## config.mk

```make
export PLATFORM = sky130hd
export DESIGN_NAME = ccd_gate_sequencer
export DESIGN_NICKNAME = d
export VERILOG_FILES = /design/src/rtl/ccd_seq_pkg.sv /design/src/rtl/ccd_seq_counter.sv /design/src/rtl/ccd_gate_encoder.sv /design/src/rtl/ccd_gate_sequencer.sv
export SDC_FILE = /design/constraint.sdc
export NUM_CORES = 1
export LEC_CHECK = 0
export BUFFER_PORTS_ARGS = -buffer_cell sky130_fd_sc_hd__buf_2
export CAP_MARGIN = 20
export CORE_UTILIZATION = 30
export DETAILED_ROUTE_END_ITERATION = 8
export SLEW_MARGIN = 25
export SYNTH_ARGS = -nofsm -noshare
export SYNTH_HDL_FRONTEND = slang
export SYNTH_SLANG_ARGS = --single-unit
```

## constraint.sdc

```tcl
create_clock -name clk -period 3.6 [get_ports clk]
set_clock_uncertainty 0.2 [all_clocks]
set_input_delay 0.54 -clock clk [delete_from_list [all_inputs] [get_ports clk]]
set_output_delay 0.54 -clock clk [all_outputs]
set_load 0.01 [all_outputs]
```

## src/rtl/ccd_seq_pkg.sv

```systemverilog
package ccd_seq_pkg;
  typedef enum logic [2:0] {
    ST_IDLE,
    ST_CLEAR,
    ST_INTEGRATE,
    ST_FRAME_XFER,
    ST_LINE_SHIFT,
    ST_LINE_READ,
    ST_BLANK
  } seq_state_t;
endpackage

```

## src/rtl/ccd_seq_counter.sv

```systemverilog
module ccd_seq_counter #(
  parameter int W = 8
) (
  input  logic         clk,
  input  logic         rst,
  input  logic         clr,
  input  logic         inc,
  output logic [W-1:0] q
);
  always_ff @(posedge clk) begin
    if (rst || clr) q <= '0;
    else if (inc)   q <= q + W'(1);
  end
endmodule

```

## src/rtl/ccd_gate_encoder.sv

```systemverilog
module ccd_gate_encoder
  import ccd_seq_pkg::*;
(
  input  logic       clk,
  input  logic       rst,
  input  seq_state_t st_i,
  input  logic       hi_i,
  output logic       iag1_o,
  output logic       iag2_o,
  output logic       sag_o,
  output logic       srg_o,
  output logic       abg_o,
  output logic       lv_o
);
  logic vert_img;
  logic vert_sto;
  assign vert_img = (st_i == ST_CLEAR) || (st_i == ST_FRAME_XFER);
  assign vert_sto = (st_i == ST_FRAME_XFER) || (st_i == ST_LINE_SHIFT);

  always_ff @(posedge clk) begin
    if (rst) begin
      iag1_o <= 1'b0;
      iag2_o <= 1'b0;
      sag_o  <= 1'b0;
      srg_o  <= 1'b0;
      abg_o  <= 1'b0;
      lv_o   <= 1'b0;
    end else begin
      iag1_o <= hi_i && vert_img;
      iag2_o <= hi_i && vert_img;
      sag_o  <= hi_i && vert_sto;
      srg_o  <= hi_i && (st_i == ST_LINE_READ);
      abg_o  <= hi_i && (st_i == ST_BLANK);
      lv_o   <= (st_i == ST_LINE_READ);
    end
  end

  p_no_overlap_r6: assert property (@(posedge clk) disable iff (rst)
    !(sag_o && srg_o));
  p_sag_after_srg_r6: assert property (@(posedge clk) disable iff (rst)
    $rose(sag_o) |-> !$past(srg_o));
  p_abg_quiet_r7: assert property (@(posedge clk) disable iff (rst)
    abg_o |-> !(iag1_o || iag2_o || sag_o || srg_o));
  p_clear_sag_idle_r3: assert property (@(posedge clk) disable iff (rst)
    (st_i == ST_CLEAR) |=> !sag_o);
endmodule

```

## src/rtl/ccd_gate_sequencer.sv

```systemverilog
module ccd_gate_sequencer
  import ccd_seq_pkg::*;
#(
  parameter int N_VERT      = 244,
  parameter int N_LINES     = 244,
  parameter int N_SER       = 339,
  parameter int FIELD_LINES = 262,
  parameter int LINE_ACT    = 760,
  parameter int AB_PULSES   = 17,
  parameter int SHUT_W      = 9
) (
  input  logic              clk,
  input  logic              rst,
  input  logic              pix_ce,
  input  logic              vstart,
  input  logic              mode_sel,
  input  logic [SHUT_W-1:0] shutter_line,
  output logic              iag1_o,
  output logic              iag2_o,
  output logic              sag_o,
  output logic              srg_o,
  output logic              abg_o,
  output logic              line_valid_o,
  output logic              frame_done_o
);
  // Tick budgets per state: two ticks per gate transfer cycle
  localparam int T_CLR = 2 * N_VERT;
  localparam int T_INT = LINE_ACT;
  localparam int T_BLK = 2 * AB_PULSES;
  localparam int T_XFR = 2 * N_VERT;
  localparam int T_SHF = 2;
  localparam int T_RD  = 2 * N_SER;
  localparam int T_M1  = (T_RD > T_XFR) ? T_RD : T_XFR;
  localparam int T_M2  = (T_M1 > T_INT) ? T_M1 : T_INT;
  localparam int T_MAX = (T_M2 > T_BLK) ? T_M2 : T_BLK;
  localparam int TW    = $clog2(T_MAX);
  localparam int L_MAX = (FIELD_LINES > N_LINES) ? FIELD_LINES : N_LINES;
  localparam int LW    = $clog2(L_MAX + 1);

  seq_state_t    st, st_nx;
  logic [TW-1:0] tick, tick_lim;
  logic [LW-1:0] line, line_nx, shut_q;
  logic          mode_q, done_q;
  logic          adv, tick_last, line_inc, line_clr, done_set, shut_hit;
  logic          take_start;

  always_comb begin
    case (st)
      ST_CLEAR:      tick_lim = TW'(T_CLR - 1);
      ST_INTEGRATE:  tick_lim = TW'(T_INT - 1);
      ST_BLANK:      tick_lim = TW'(T_BLK - 1);
      ST_FRAME_XFER: tick_lim = TW'(T_XFR - 1);
      ST_LINE_SHIFT: tick_lim = TW'(T_SHF - 1);
      ST_LINE_READ:  tick_lim = TW'(T_RD - 1);
      default:       tick_lim = '0;
    endcase
  end

  // Progress only on enabled ticks
  assign adv        = pix_ce && (st != ST_IDLE);
  assign tick_last  = adv && (tick == tick_lim);
  assign line_nx    = line + LW'(1);
  assign shut_hit   = (shut_q != '0) && (line_nx == shut_q);
  assign take_start = (st == ST_IDLE) && vstart;

  always_comb begin
    st_nx    = st;
    line_inc = 1'b0;
    line_clr = 1'b0;
    done_set = 1'b0;
    case (st)
      ST_IDLE:
        if (vstart) st_nx = mode_sel ? ST_CLEAR : ST_INTEGRATE;
      ST_CLEAR:
        if (tick_last) st_nx = mode_q ? ST_IDLE : ST_INTEGRATE;
      ST_INTEGRATE:
        if (tick_last) st_nx = ST_BLANK;
      ST_BLANK:
        if (tick_last) begin
          if (line == LW'(FIELD_LINES - 1)) st_nx = ST_FRAME_XFER;
          else begin
            line_inc = 1'b1;
            st_nx    = shut_hit ? ST_CLEAR : ST_INTEGRATE;   // shutter dump
          end
        end
      ST_FRAME_XFER:
        if (tick_last) begin
          st_nx    = ST_LINE_SHIFT;
          line_clr = 1'b1;
        end
      ST_LINE_SHIFT:
        if (tick_last) st_nx = ST_LINE_READ;
      ST_LINE_READ:
        if (tick_last) begin
          if (line == LW'(N_LINES - 1)) begin
            st_nx    = ST_IDLE;
            done_set = 1'b1;
          end else begin
            line_inc = 1'b1;
            st_nx    = ST_LINE_SHIFT;
          end
        end
      default: st_nx = ST_IDLE;
    endcase
  end

  always_ff @(posedge clk) begin
    if (rst) begin
      st     <= ST_IDLE;
      shut_q <= '0;
      mode_q <= 1'b0;
      done_q <= 1'b0;
    end else begin
      st     <= st_nx;
      done_q <= done_set;
      if (take_start) begin
        mode_q <= mode_sel;
        shut_q <= (!mode_sel && (int'(shutter_line) < FIELD_LINES))
                  ? LW'(shutter_line) : '0;
      end
    end
  end

  ccd_seq_counter #(.W(TW)) u_tick (
    .clk (clk),
    .rst (rst),
    .clr ((st == ST_IDLE) || tick_last),
    .inc (adv),
    .q   (tick)
  );

  ccd_seq_counter #(.W(LW)) u_line (
    .clk (clk),
    .rst (rst),
    .clr (line_clr || (st == ST_IDLE)),
    .inc (line_inc),
    .q   (line)
  );

  // Registered gate outputs, low after reset
  ccd_gate_encoder u_enc (
    .clk    (clk),
    .rst    (rst),
    .st_i   (st),
    .hi_i   (~tick[0]),
    .iag1_o (iag1_o),
    .iag2_o (iag2_o),
    .sag_o  (sag_o),
    .srg_o  (srg_o),
    .abg_o  (abg_o),
    .lv_o   (line_valid_o)
  );

  assign frame_done_o = done_q;

  p_done_single_r8: assert property (@(posedge clk) disable iff (rst)
    done_q |=> !done_q);
  p_done_from_read_r8: assert property (@(posedge clk) disable iff (rst)
    done_q |-> ($past(st) == ST_LINE_READ));
  p_sample_hold_r9: assert property (@(posedge clk) disable iff (rst)
    (st != ST_IDLE) |=> ($stable(shut_q) && $stable(mode_q)));
  p_hold_no_ce_r10: assert property (@(posedge clk) disable iff (rst)
    (!pix_ce && (st != ST_IDLE)) |=> ($stable(st) && $stable(tick)));
endmodule

```

==> summary.md <==
| Metric | Value |
|---|---|
| Outcome | `completed` |
| Net count of the mapped netlist | `301` |
| Area growth from synthesis to final layout | `12.00%` |
| Top_reg_cell synth | `dfxtp_1` |
| Post-CTS setup repair buffer count | `0` |
| Number of setup violations in the final report | `0` |
| Die area | `7823 um2` |
| Post-DP HPWL | `3797 um` |
| Part of the power in combinational logic | `0.185` |
| Type of destination of the critical path | `flop` |
| Global-route total usage across every layer | `0.1483` |
| Fraction of final layout cells with drive strength greater than 1 | `0.1156` |
| Antenna violations before repair | `0` |
| Peak fanout along the critical path | `21` |
| Initial drt markers | `132` |
| Average wire per standard cell | `13.15 um` |
| Gate Count Post-Synth | `284` |
| Antenna-violating nets left | `0` |
| Die width | `88.45 um` |
| Transition time at the pin with the least slew margin | `0.8218 ns` |
| Fin nets | `310` |
| Number of buffers on the longest clock path | `2` |
| Clk_lat worst skew | `0.29 ns` |
| Clk pin slew, worst setup/hold paths | `0.08 ns` |
| GRT Residual Overflow | `0` |
| Effective utilization at floorplan | `0.3091` |
| Number of enable-type register cells in the synthesized netlist | `0` |
| Final Routed Wirelength | `5168 um` |
| Net load switching power | `325.4 uW` |
| Leakage power | `0.8628 nW` |
| Area inside the core boundary | `7253 um2` |
| Die height | `88.45 um` |
| Sum of negative setup slack | `0 ns` |
| Mean area per synthesized cell | `7.895 um2` |
| Average via count per standard cell | `5.201` |
| Required time of the critical path | `3.63 ns` |
| Relative slew margins | `0.4474` |
| Fraction of power consumed by the clock network | `0.397` |
| # resized after CTS | `0` |
| Unrepaired setup endpoints after global routing | `no` |
| Post-synthesis cell area | `2242 um2` |
| Fin cells | `393` |
| Leading area contributor after synthesis | `dfxtp_1` |
| Cts-stage hold buffer count | `0` |
| Power density relative to cell area | `453.5 nW/um2` |
| Ratio of final minimum period to clock period | `0.8047` |
| Part of the total power dissipated in sequential elements | `0.418` |
| Switch share | `0.2857` |
| Via count | `2044` |
| Hold depth | `2` |
| # port buffers | `20` |
| Cell count along the critical path | `7` |
| Dpl cells | `385` |
| N_diodes | `0` |
| Sequential cell area fraction in the yosys report | `0.3393` |
| Post-synth top area share | `0.3393` |
| Hold Fails Final Rpt | `0` |
| Utilization after layout | `0.3462` |
| Internal portion of total power | `813.5 uW` |
| Most frequent cell after synthesis | `dfxtp_1` |
| Count of buffer and inverter cells on the critical path | `0` |
| Seq cells post-synth | `38` |
| Worst hold slack | `0.2604 ns` |
| Maximum single-stage delay on the critical path | `0.76 ns` |
| Cell row count | `31` |
| Worst setup margin | `0.7032 ns` |
| Arrival time at the worst endpoint | `2.92 ns` |
| Path category of the worst min-delay check | `flop to flop` |
| Clock root cell | `clkbuf_8` |
| Clock Sink Count | `38` |
| CP top delay family | `simple AND/OR/NAND/NOR gates` |
| Setup Crit Path Kind | `flop to flop` |
| Vias in the first global route | `1972` |
| Number of slew-limit violations in the final report | `0` |
| Count of maximum capacitance violations | `0` |
| Largest voltage drop on the vdd net | `0.2322 mV` |
| I/O pin count | `21` |
| Number of buffers created by CTS | `5` |
| Remaining DRCs | `0` |
| Deepest level of the CTS H-tree | `2` |
| First-pass GRT wire length | `9094 um` |
| Cell chain of the critical path | `nor2b_1, or3_1, a221oi_2, and4_4, nand3_4, or4_1, a21oi_1` |
| Final Wtd Congestion | `0.8159` |
| CTS tree | `yes` |
| Warning count from the yosys run | `0` |
| Number of iterations in the first detailed-routing pass | `4` |
| Worst slack at placement | `0.7220 ns` |
| Slowest CP cell | `dfxtp_1` |
| Number of cell instances on the worst register-to-register path | `7` |
| Number of different library cells in the post-synthesis netlist | `51` |
| Time the worst path needs with I/O delays and setup | `2.897 ns` |
| FFs w/ async S/R, synth | `0` |
| Largest net degree at the start of global routing | `24` |
| Cell types with the largest area share after synthesis | `dfxtp_1, nor2_1, a21oi_1` |
| Crit path launch type | `flop` |
| Top cells by instance count after synthesis | `dfxtp_1, nor2_1, nand2_1` |
| Max Clk Rate | `0.3452 GHz` |
==> kinds of logic (layout without fill, tap and decap cells) <==
logic type / Yosys count / in the layout / share of synthesized area
AND/OR/NAND/NOR: 124 / 124 / 0.2991
AO/OA/AOI/OAI: 68 / 68 / 0.1953
flip-flops: 38 / 38 / 0.3393
buffers and inverters: 30 / 40 / 0.06529
XOR/XNOR: 18 / 18 / 0.07031
adder cells (fa/ha/maj): 3 / 3 / 0.01674
multiplexers: 3 / 3 / 0.01395
==> cell type report <==
type,instances,area [um2]
flip-flops and latches,38,760.7
multi-input cells,216,1335
clock inverters,2,60.06
repair buffers,21,107.6
clock buffers,6,82.58
fillers,782,4742
well taps,99,123.9
inverters,11,41.29
==> worst register-to-register path: stages (launching register included) <==
cell      delay (ns)
dfxtp_1         0.76
nor2b_1         0.12
or3_1           0.35
a221oi_2        0.26
and4_4          0.30
nand3_4         0.17
or4_1           0.53
a21oi_1         0.14
==> sequential cells by signal, summed over array words and instances, names as in the netlist <==
name and count:
u_tick.q 10, shut_q 9, u_line.q 9, st 3
frame_done_o 1, mode_q 1, u_enc.abg_o 1, u_enc.iag1_o 1
u_enc.lv_o 1, u_enc.sag_o 1, u_enc.srg_o 1
==> layout by cell type (no fill, tap or decap), drive strengths merged, types with 9 or more instances in the layout <==
cell / instances
a21oi: 20
buf: 21
dfxtp: 38
inv: 11
nand2: 21
nand3: 13
nor2: 30
o21ai: 17
or3: 9
xor2: 10
==> worst paths after layout <==
check / from / to / slack (ns)
max: st[2]$_SDFFE_PP0P_ / u_line.q[6]$_SDFFE_PP0P_ / 0.70
min: mode_q$_SDFFE_PP0P_ / mode_q$_SDFFE_PP0P_ / 0.26
max reg2reg: st[2]$_SDFFE_PP0P_ / u_line.q[6]$_SDFFE_PP0P_ / 0.70
min reg2reg: mode_q$_SDFFE_PP0P_ / mode_q$_SDFFE_PP0P_ / 0.26
==> layer usage <==
layer  GRT usage  share of wire  up-vias
met5           0              0        -
met4     0.04692         0.0093        0
met3     0.03638          0.039        7
met2      0.2413           0.46       39
met1      0.1931           0.49      954
li1            -              -     1044
==> stage by stage <==
stage	power, mW	instance area, um2
3_5_place_dp	0.6934	2369
5_1_grt	1.205	2511
2_1_floorplan	0.6519	2242
4_1_cts	1.147	2511
6_report	1.139	2511
3_3_place_gp	0.6902	2369
==> power groups by stage <==
stage / registers (mW) / logic (mW) / clock network [mW]
floorplan: 0.456 / 0.196 / 0
global placement: 0.485 / 0.205 / 0
detailed placement: 0.485 / 0.208 / 0
CTS: 0.475 / 0.209 / 0.462
global route: 0.481 / 0.240 / 0.483
finish: 0.476 / 0.211 / 0.452
Note: power is estimated with default switching activity, not from simulation.
